### src/rtl/i2c_mfifo_pkg.sv
package i2c_mfifo_pkg;
  typedef enum logic [1:0] {
    REG_TXDATA = 2'd0,
    REG_RXDATA = 2'd1,
    REG_FCTRL  = 2'd2,
    REG_WCNT   = 2'd3
  } reg_sel_e;

  localparam int CLR_BIT = 16;
  localparam int HI_LSB  = 8;
  localparam int FLD_W   = 8;
endpackage

### src/rtl/i2c_mfifo_buf.sv
module i2c_mfifo_buf #(
  parameter int DEPTH = 128,
  parameter int DW    = 8,
  localparam int AW   = $clog2(DEPTH),
  localparam int CW   = $clog2(DEPTH + 1)
) (
  input  logic          clk_i,
  input  logic          rst_ni,
  input  logic          clr_i,
  input  logic          push_i,
  input  logic [DW-1:0] din_i,
  input  logic          pop_i,
  output logic [DW-1:0] dout_o,
  output logic [CW-1:0] cnt_o,
  output logic          empty_o,
  output logic          full_o
);
  logic [DW-1:0] mem [DEPTH];
  logic [AW-1:0] wr_ptr, rd_ptr;
  logic          push_ok, pop_ok;

  function automatic logic [AW-1:0] nxt(input logic [AW-1:0] p);
    return (p == AW'(DEPTH - 1)) ? '0 : p + 1'b1;
  endfunction

  assign empty_o = (cnt_o == '0);
  assign full_o  = (cnt_o == CW'(DEPTH));
  assign push_ok = push_i && !full_o;
  assign pop_ok  = pop_i && !empty_o;
  assign dout_o  = empty_o ? '0 : mem[rd_ptr];

  always_ff @(posedge clk_i) begin
    if (push_ok && !clr_i) mem[wr_ptr] <= din_i;
  end

  always_ff @(posedge clk_i or negedge rst_ni) begin
    if (!rst_ni) begin
      wr_ptr <= '0;
      rd_ptr <= '0;
      cnt_o  <= '0;
    end else if (clr_i) begin
      wr_ptr <= '0;
      rd_ptr <= '0;
      cnt_o  <= '0;
    end else begin
      if (push_ok) wr_ptr <= nxt(wr_ptr);
      if (pop_ok)  rd_ptr <= nxt(rd_ptr);
      unique case ({push_ok, pop_ok})
        2'b10:   cnt_o <= cnt_o + 1'b1;
        2'b01:   cnt_o <= cnt_o - 1'b1;
        default: cnt_o <= cnt_o;
      endcase
    end
  end


  no_overflow_chk: assert property (@(posedge clk_i) disable iff (!rst_ni)
    cnt_o <= CW'(DEPTH));

  full_push_chk: assert property (@(posedge clk_i) disable iff (!rst_ni)
    (full_o && push_i && !pop_i && !clr_i) |=> (full_o && $stable(wr_ptr)));

  empty_pop_chk: assert property (@(posedge clk_i) disable iff (!rst_ni)
    (empty_o && pop_i && !push_i && !clr_i) |=> (empty_o && $stable(rd_ptr)));
endmodule

### src/rtl/i2c_mfifo_ctrl.sv
module i2c_mfifo_ctrl
  import i2c_mfifo_pkg::*;
#(
  parameter int DEPTH = 128
) (
  input  logic             clk_i,
  input  logic             rst_ni,
  input  logic             wr_i,
  input  logic [1:0]       addr_i,
  input  logic [31:0]      wdata_i,
  output logic [FLD_W-1:0] hi_thr_o,
  output logic [FLD_W-1:0] lo_thr_o,
  output logic             clr_o
);
  logic ctrl_wr;
  assign ctrl_wr = wr_i && (reg_sel_e'(addr_i) == REG_FCTRL);
  assign clr_o   = ctrl_wr && wdata_i[CLR_BIT];

  always_ff @(posedge clk_i or negedge rst_ni) begin
    if (!rst_ni) begin
      hi_thr_o <= FLD_W'(DEPTH);
      lo_thr_o <= '0;
    end else if (ctrl_wr) begin
      hi_thr_o <= wdata_i[HI_LSB +: FLD_W];
      lo_thr_o <= wdata_i[0 +: FLD_W];
    end
  end


  thr_hold_chk: assert property (@(posedge clk_i) disable iff (!rst_ni)
    !ctrl_wr |=> ($stable(hi_thr_o) && $stable(lo_thr_o)));
endmodule

### src/rtl/i2c_mfifo.sv
module i2c_mfifo
  import i2c_mfifo_pkg::*;
#(
  parameter int DEPTH = 128,
  localparam int CW   = $clog2(DEPTH + 1)
) (
  input  logic        clk_i,
  input  logic        rst_ni,
  input  logic [1:0]  addr_i,
  input  logic        wr_i,
  input  logic        rd_i,
  input  logic [31:0] wdata_i,
  output logic [31:0] rdata_o,
  input  logic        tx_pop_i,
  output logic [7:0]  tx_data_o,
  input  logic        rx_push_i,
  input  logic [7:0]  rx_data_i,
  output logic        tx_empty_o,
  output logic        tx_full_o,
  output logic        rx_full_o,
  output logic        rx_hi_o
);
  logic [FLD_W-1:0] hi_thr, lo_thr;
  logic             clr;
  logic [CW-1:0]    tx_cnt, rx_cnt;
  logic [7:0]       rx_dout;
  logic             rx_empty;
  logic             tx_push, rx_pop;

  assign tx_push = wr_i && (reg_sel_e'(addr_i) == REG_TXDATA);
  assign rx_pop  = rd_i && (reg_sel_e'(addr_i) == REG_RXDATA);

  i2c_mfifo_ctrl #(.DEPTH(DEPTH)) u_ctrl (
    .clk_i, .rst_ni, .wr_i, .addr_i, .wdata_i,
    .hi_thr_o(hi_thr), .lo_thr_o(lo_thr), .clr_o(clr)
  );

  i2c_mfifo_buf #(.DEPTH(DEPTH), .DW(8)) u_tx (
    .clk_i, .rst_ni, .clr_i(clr),
    .push_i(tx_push), .din_i(wdata_i[7:0]), .pop_i(tx_pop_i),
    .dout_o(tx_data_o), .cnt_o(tx_cnt), .empty_o(tx_empty_o), .full_o(tx_full_o)
  );

  i2c_mfifo_buf #(.DEPTH(DEPTH), .DW(8)) u_rx (
    .clk_i, .rst_ni, .clr_i(clr),
    .push_i(rx_push_i), .din_i(rx_data_i), .pop_i(rx_pop),
    .dout_o(rx_dout), .cnt_o(rx_cnt), .empty_o(rx_empty), .full_o(rx_full_o)
  );

  assign rx_hi_o = ({1'b0, hi_thr} <= 9'(rx_cnt));

  always_comb begin
    rdata_o = '0;
    unique case (reg_sel_e'(addr_i))
      REG_RXDATA: rdata_o[7:0] = rx_dout;
      REG_FCTRL:  rdata_o = {16'h0, hi_thr, lo_thr};
      REG_WCNT:   rdata_o = {16'h0, 8'(tx_cnt), 8'(rx_cnt)};
      default:    rdata_o = '0;
    endcase
  end


  clr_empties_chk: assert property (@(posedge clk_i) disable iff (!rst_ni)
    clr |=> (tx_empty_o && rx_empty));

  tx_not_both_chk: assert property (@(posedge clk_i) disable iff (!rst_ni)
    !(tx_empty_o && tx_full_o));
endmodule

### config.mk
export PLATFORM = sky130hd
export DESIGN_NAME = i2c_mfifo
export DESIGN_NICKNAME = d
export VERILOG_FILES = /design/src/rtl/i2c_mfifo_pkg.sv /design/src/rtl/i2c_mfifo_buf.sv /design/src/rtl/i2c_mfifo_ctrl.sv /design/src/rtl/i2c_mfifo.sv
export SDC_FILE = /design/constraint.sdc
export NUM_CORES = 2
export LEC_CHECK = 0
export BUFFER_PORTS_ARGS = -buffer_cell sky130_fd_sc_hd__buf_2
export CAP_MARGIN = 40
export CORE_UTILIZATION = 60
export DETAILED_ROUTE_END_ITERATION = 10
export PLACE_DENSITY = 0.87
export SYNTH_ARGS = -nofsm -noshare
export SYNTH_HDL_FRONTEND = slang
export SYNTH_HIERARCHICAL = 1
export SYNTH_SLANG_ARGS = --single-unit
export TNS_END_PERCENT = 30
### constraint.sdc
create_clock -name clk_i -period 6 [get_ports clk_i]
set_clock_uncertainty 0.1 [all_clocks]
set_input_delay 0.6 -clock clk_i [delete_from_list [all_inputs] [get_ports clk_i]]
set_output_delay 0.6 -clock clk_i [all_outputs]
set_load 0.01 [all_outputs]
### Yosys cells after proc, flatten, opt, wreduce, memory -nomap -nowiden

Memories as Yosys holds them, arrays and structs flattened.
Index checks and enable logic that the tools add are counted.

| word-level totals | value |
|---|---|
| register bits after elaboration | 60 |
| memory bits (writable) | 2048 |
| output and inout port bits | 44 |
| logic and storage cells | 80 |
| memories kept | 2 |

Memory list:

| memory | words | bits a word | rd ports | clocked after memory_dff | write ports | RTL line | text |
|---|---|---|---|---|---|---|---|
| u_rx.mem | 128 | 8 | 1 | 0 | 1 | i2c_mfifo_buf.sv:18 | `logic [DW-1:0] mem [DEPTH];` |
| u_tx.mem | 128 | 8 | 1 | 0 | 1 | i2c_mfifo_buf.sv:18 |  |

| operators by class | value |
|---|---|
| add/subtract/negate cells | 8 |
| $lt $le $gt $ge | 1 |
| equal/unequal tests | 13 |
| muxes and demuxes | 24 |
| reductions and logical operators | 24 |

Operators by type and width:

| cell | number |
|---|---|
| $mux 7 | 12 |
| $pmux 8 s2 | 3 |
| $mux 8 | 4 |
| $add 7x1->7 const B | 4 |
| $eq 7x7->1 const B | 4 |
| $pmux 8 s3 | 1 |
| $add 8x1->8 const B | 2 |
| $eq 8x8->1 const B | 2 |
| $logic_not 8->1 | 2 |
| $sub 8x1->8 const B | 2 |
| $logic_and 1x1->1 | 10 |
| $eq 2x2->1 const B | 4 |
| $le 8x8->1 | 1 |
| $reduce_bool 2->1 | 4 |
| $eq 2x1->1 const B | 3 |
| $reduce_bool 3->1 | 2 |
| $logic_not 1->1 | 5 |
| $mux 1 | 4 |
| $logic_not 2->1 | 1 |

### Depth between registers and ports, before layout

| logic depth | value |
|---|---|
| word-level depth | 7 |
| depth in mapped cells | 13 |
| gate-level depth less buffers | 11 |

### Modules after synthesis

Netlist, hierarchy kept.

By module, submodules not included:

| module | instances | cells an instance | area an instance (um^2) |
|---|---|---|---|
| i2c_mfifo_buf | 2 | 2081 | 41030.6 |
| i2c_mfifo | 1 | 84 | 664.4 |
| i2c_mfifo_ctrl | 1 | 36 | 654.4 |

### Least setup slack after synthesis

OpenSTA, ideal clock, no wires.

| timing path | value |
|---|---|
| kind | input port to flip-flop |
| from | input port addr_i[0] |
| to | memory u_tx.mem[69][0], enable pin |
| data arrival time | 2.912 ns |
| path slack | 2.593 ns |
| cell stages on the path | 7 |
| path buffers | 2 |
| cell sequence | buf_4 buf_2 nor3b_1 inv_1 a311oi_2 nand3_1 nor4bb_1 |

| between the ends | value |
|---|---|
| elaborated cells between the ends (all ways) | 10 |

RTL lines:

| element | RTL line | text |
|---|---|---|
| start, declared | i2c_mfifo.sv:9 | `input logic [1:0] addr_i,` |
| $logic_not 2->1 | i2c_mfifo.sv:30 | `assign tx_push = wr_i && (reg_sel_e'(addr_i) == REG_TXDATA);` |
| $logic_and 1x1->1 | i2c_mfifo.sv:30 |  |
| via tx_push | i2c_mfifo.sv:28 | `logic tx_push, rx_pop;` |
| $logic_and 1x1->1 | i2c_mfifo_buf.sv:28 | `assign push_ok = push_i && !full_o;` |
| $logic_and 1x1->1 | i2c_mfifo_buf.sv:33 | `if (push_ok && !clr_i) mem[wr_ptr] <= din_i;` |
| $mux 1 | i2c_mfifo_buf.sv:33 |  |
| $mux 1 (implied by the code) | i2c_mfifo_buf.sv:33 |  |
| end, declared | i2c_mfifo_buf.sv:18 |  |

The timed path passes the listed nets, and every way through them passes these cells.

### Final worst setup path

| timing path | value |
|---|---|
| from | register u_tx.rd_ptr[0] |
| to | output port tx_data_o[2] |

| between the ends | value |
|---|---|
| cells in the longest elaborated chain, start to end | 2 |

Ends and longest elaborated chain:

| element | RTL line | text |
|---|---|---|
| start, declared | i2c_mfifo_buf.sv:19 | `logic [AW-1:0] wr_ptr, rd_ptr;` |
| start signal, assigned | i2c_mfifo_buf.sv:47 | `if (pop_ok) rd_ptr <= nxt(rd_ptr);` |
| $mem_v2 128x8 | - |  |
| $mux 8 | i2c_mfifo_buf.sv:30 | `assign dout_o = empty_o ? '0 : mem[rd_ptr];` |
| end, declared | i2c_mfifo.sv:15 | `output logic [7:0] tx_data_o,` |

Every way passes these cells.

==> run summary <==
Status = completed
CTS Buf Count = 186
Max Transition Viols Final = 0
Worst Max-Slew Pin Slew = 1.01 ns
CTS Sinks = 2108
#FFs+latches synth = 2108
Die height = 375 microns
Setup TNS = 0 ns
Width of the die = 375 microns
Critical Path Sink Type = output port
Most frequent cells in the layout = edfxtp_1 (2048), mux4_2 (386), mux2i_1 (292), nor2_1 (288), clkbuf_16 (193)
Largest net degree at the start of global routing = 120
Layout net count = 4478
Crit path launch = u_tx/rd_ptr[0]
RSZ-0062 raised after global routing = false
Worst R2R Start = u_tx/cnt_o[2]
Antenna violations before repair = 6
Max-cap violations = 0
Area of the die = 140000 sq um
Pre-CTS setup slack = 1.44 ns
Sequential cell area = 63000 sq um
DR pass1 iterations = 9
Share of the synthesized area in the top cell type = 73.8%
Final setup violation count = 0
Reg2reg setup slack = 1.83 ns
H-tree depth = 4
VDD IR max = 0.000353 V
Clock Power Share = 32.0%
Sequential power share = 45.9%
YS warnings = 6
Routability cong. = 0.923
Post-layout worst setup margin = 0.702 ns
Commonest non-fill, non-tap cell in the layout = edfxtp_1
Main combinational cell family by area after synthesis = multiplexers
P_leak = 29.1 nW
Post-Synth XOR/XNOR Area = 0.273%
Worst-case clock buffer depth = 3
Post-synthesis compound-gate area fraction = 3.84%
Synthesized area = 83400 sq um
First-pass GRT wire length = 315000 microns
Proportion of layout cells with a drive suffix above 1 = 19.4%
Mux share of post-synthesis cell area = 14.3%
Synth area leaders = edfxtp_1 (74%), mux4_2 (10%), mux2i_1 (3.5%)
Sw Ratio = 29.3%
FMAX = 189 MHz
Area leader, netlist = edfxtp_1
Initial DRC Count = 7572
Vias = 46000
Crit start category = register
Fillers = 7711
Library cells used by synthesis = 59
Post-synth ARST share = 2.85%
CP max FO = 35
Mean Syn Cell Area = 19.5 sq um
Hold Vio Cnt, Final = 0
Vias in the first global route = 46500
Routed Antenna Nets = 0
RR Endpoint = u_tx/cnt_o[7]
Logic pwr share = 22.1%
Post-synthesis cell count = 4282
Gr usage total = 31.1%
Relative max-transition margin = 32.4%
Core Region = 138000 sq um
Root Buffer = clkbuf_16
DRT Wirelength = 219000 microns
EDFF count, synth = 2048
Post-route DRC = 0
Post-Synth Simple-Gate Area = 3.62%
Post-DR wirelength/cell = 34.5 microns
Hold Startpoint = wdata_i[4]
Critical path arrival = 4.60 ns
Worst r2r path cells = 10
IO Port Bufs = 60
Ports = 92
Synthesis-to-finish area growth = 10.1%
Crit Path Class = reg2out
CTS resizes = 0
Prevailing post-synth register cell = edfxtp_1
Sequential share of the synthesized area = 75.6%
Pwr dens = 401 nW/um^2
Synth Area in Adders = 0.408%
Initial Util = 60.6%
Site Rows = 136
Hold Path Sink = u_tx/mem[119][4]
Clock-pin slew on the worst setup and hold paths = 0.07 ns
Min Tclk post-route = 5.30 ns
CTS tree = built
Detailed placement HPWL = 116000 microns
DR vias/cell = 7.24
NetSw = 10.8 mW
WHS Path Cells = 1
CP Data Required Time = 5.30 ns
Multi-input logic area = 18800 sq um
Grt total ovfl = 0
Worst min path class = in2reg
Clock insertion delay at the later pin of the skew report = 0.81 ns
Int Pwr = 26.1 mW
Tcrit/Tclk final = 88.3%
==> how the worst max path moves through the flow <==
stage	cells past startpoint	slack, ns	endpoint
after CTS	10	0.82	rdata_o[5]
after global routing	7	0.66	tx_data_o[2]
after floorplan	7	2.59	u_tx/mem[69][0]
after global placement	8	1.55	u_rx/mem[121][3]
after detailed placement	8	1.44	u_rx/mem[41][3]
final	7	0.70	tx_data_o[2]
==> metal layers <==
metal / vias up / part of all wire [%] / global-route usage [%]
li1: 17700 / - / -
met1: 23000 / 32 / 38.2
met4: 6 / 6.9 / 17.4
met5: - / 0.018 / 0
met3: 986 / 12 / 7.32
met2: 4301 / 49 / 51.2
==> cell type report <==
cell class | count | share of cell area [%]
diodes | 3 | 0.00817
inverters | 21 | 0.0858
clock inverters | 97 | 0.896
repair buffers | 191 | 1.93
well taps | 1794 | 2.44
flip-flops and latches | 2108 | 68.6
clock buffers | 242 | 5.50
multi-input cells | 1896 | 20.5
==> sequential cells by signal, indices dropped and copies added (netlist names) <==
register	cells
u_rx/mem	1024
u_tx/mem	1024
u_ctrl/hi_thr_o	8
u_ctrl/lo_thr_o	8
u_rx/cnt_o	8
u_tx/cnt_o	8
u_rx/rd_ptr	7
u_rx/wr_ptr	7
u_tx/rd_ptr	7
u_tx/wr_ptr	7
==> synthesized netlist by cell type (8+ instances only) <==
library cell,n
o22ai_1,63
a21oi_1,80
ha_1,24
buf_4,49
mux2_4,10
xor2_1,20
a211oi_1,62
o21ai_0,45
mux2_2,14
nand4_1,24
mux2i_1,292
inv_1,21
nand3b_1,8
a22o_1,8
buf_2,62
nand3_1,102
or4_1,8
dfrtp_1,59
mux4_2,386
nand2_1,159
o31ai_1,8
nor3_1,8
edfxtp_1,2048
buf_6,40
clkbuf_1,115
o221ai_1,64
nor2b_1,26
nor2_1,291
a22oi_1,100
==> stage by stage <==
stage | total power [mW] | cell area (sq um) | hold WS [ns] | utilization (%) | instances
2_1_floorplan | 22.2 | 83400 | 0.204 | - | 4297
3_3_place_gp | 24.4 | 85500 | 0.428 | 62.1 | 5983
3_5_place_dp | 24.7 | 85800 | 0.436 | 62.3 | 5996
4_1_cts | 36.6 | 91800 | 0.0284 | 66.7 | 6345
5_1_grt | 37.6 | 91800 | 0.0613 | 66.7 | 6349
6_report | 36.9 | 91800 | 0.0607 | 66.7 | 6352
==> critical path, stage by stage, from the launching register on <==
cell,delay (ns)
dfrtp_4,1.06
buf_4,0.51
mux4_2,0.62
a211oi_1,0.66
nand2_1,0.13
nand3_1,0.16
nand4_1,0.35
buf_2,0.28
==> what timing repair did <==
item,CTS,global route
buffers inserted,0,0
endpoints found under the hold margin,40,0
hold buffers,10,0
==> power by group through the flow <==
| stage | Clock, mW | Combinational [mW] | Sequential, mW |
|---|---|---|---|
| CTS | 11.8 | 7.87 | 16.9 |
| floorplan | 0 | 5.44 | 16.8 |
| finish | 11.8 | 8.15 | 16.9 |
| global route | 12.3 | 8.34 | 16.9 |
| detailed placement | 0 | 7.56 | 17.2 |
| global placement | 0 | 7.23 | 17.2 |
==> kinds of logic after synthesis <==
logic type                 Yosys count
AOI/OAI and AO/OA                  459
buffers and inverters              293
xor gates and xnor gates            26
DFF                               2108
and+or+nand+nor                    667
adders and majority gates           26
other                                1
muxes                              702
Power figures use the tool's default switching activity.
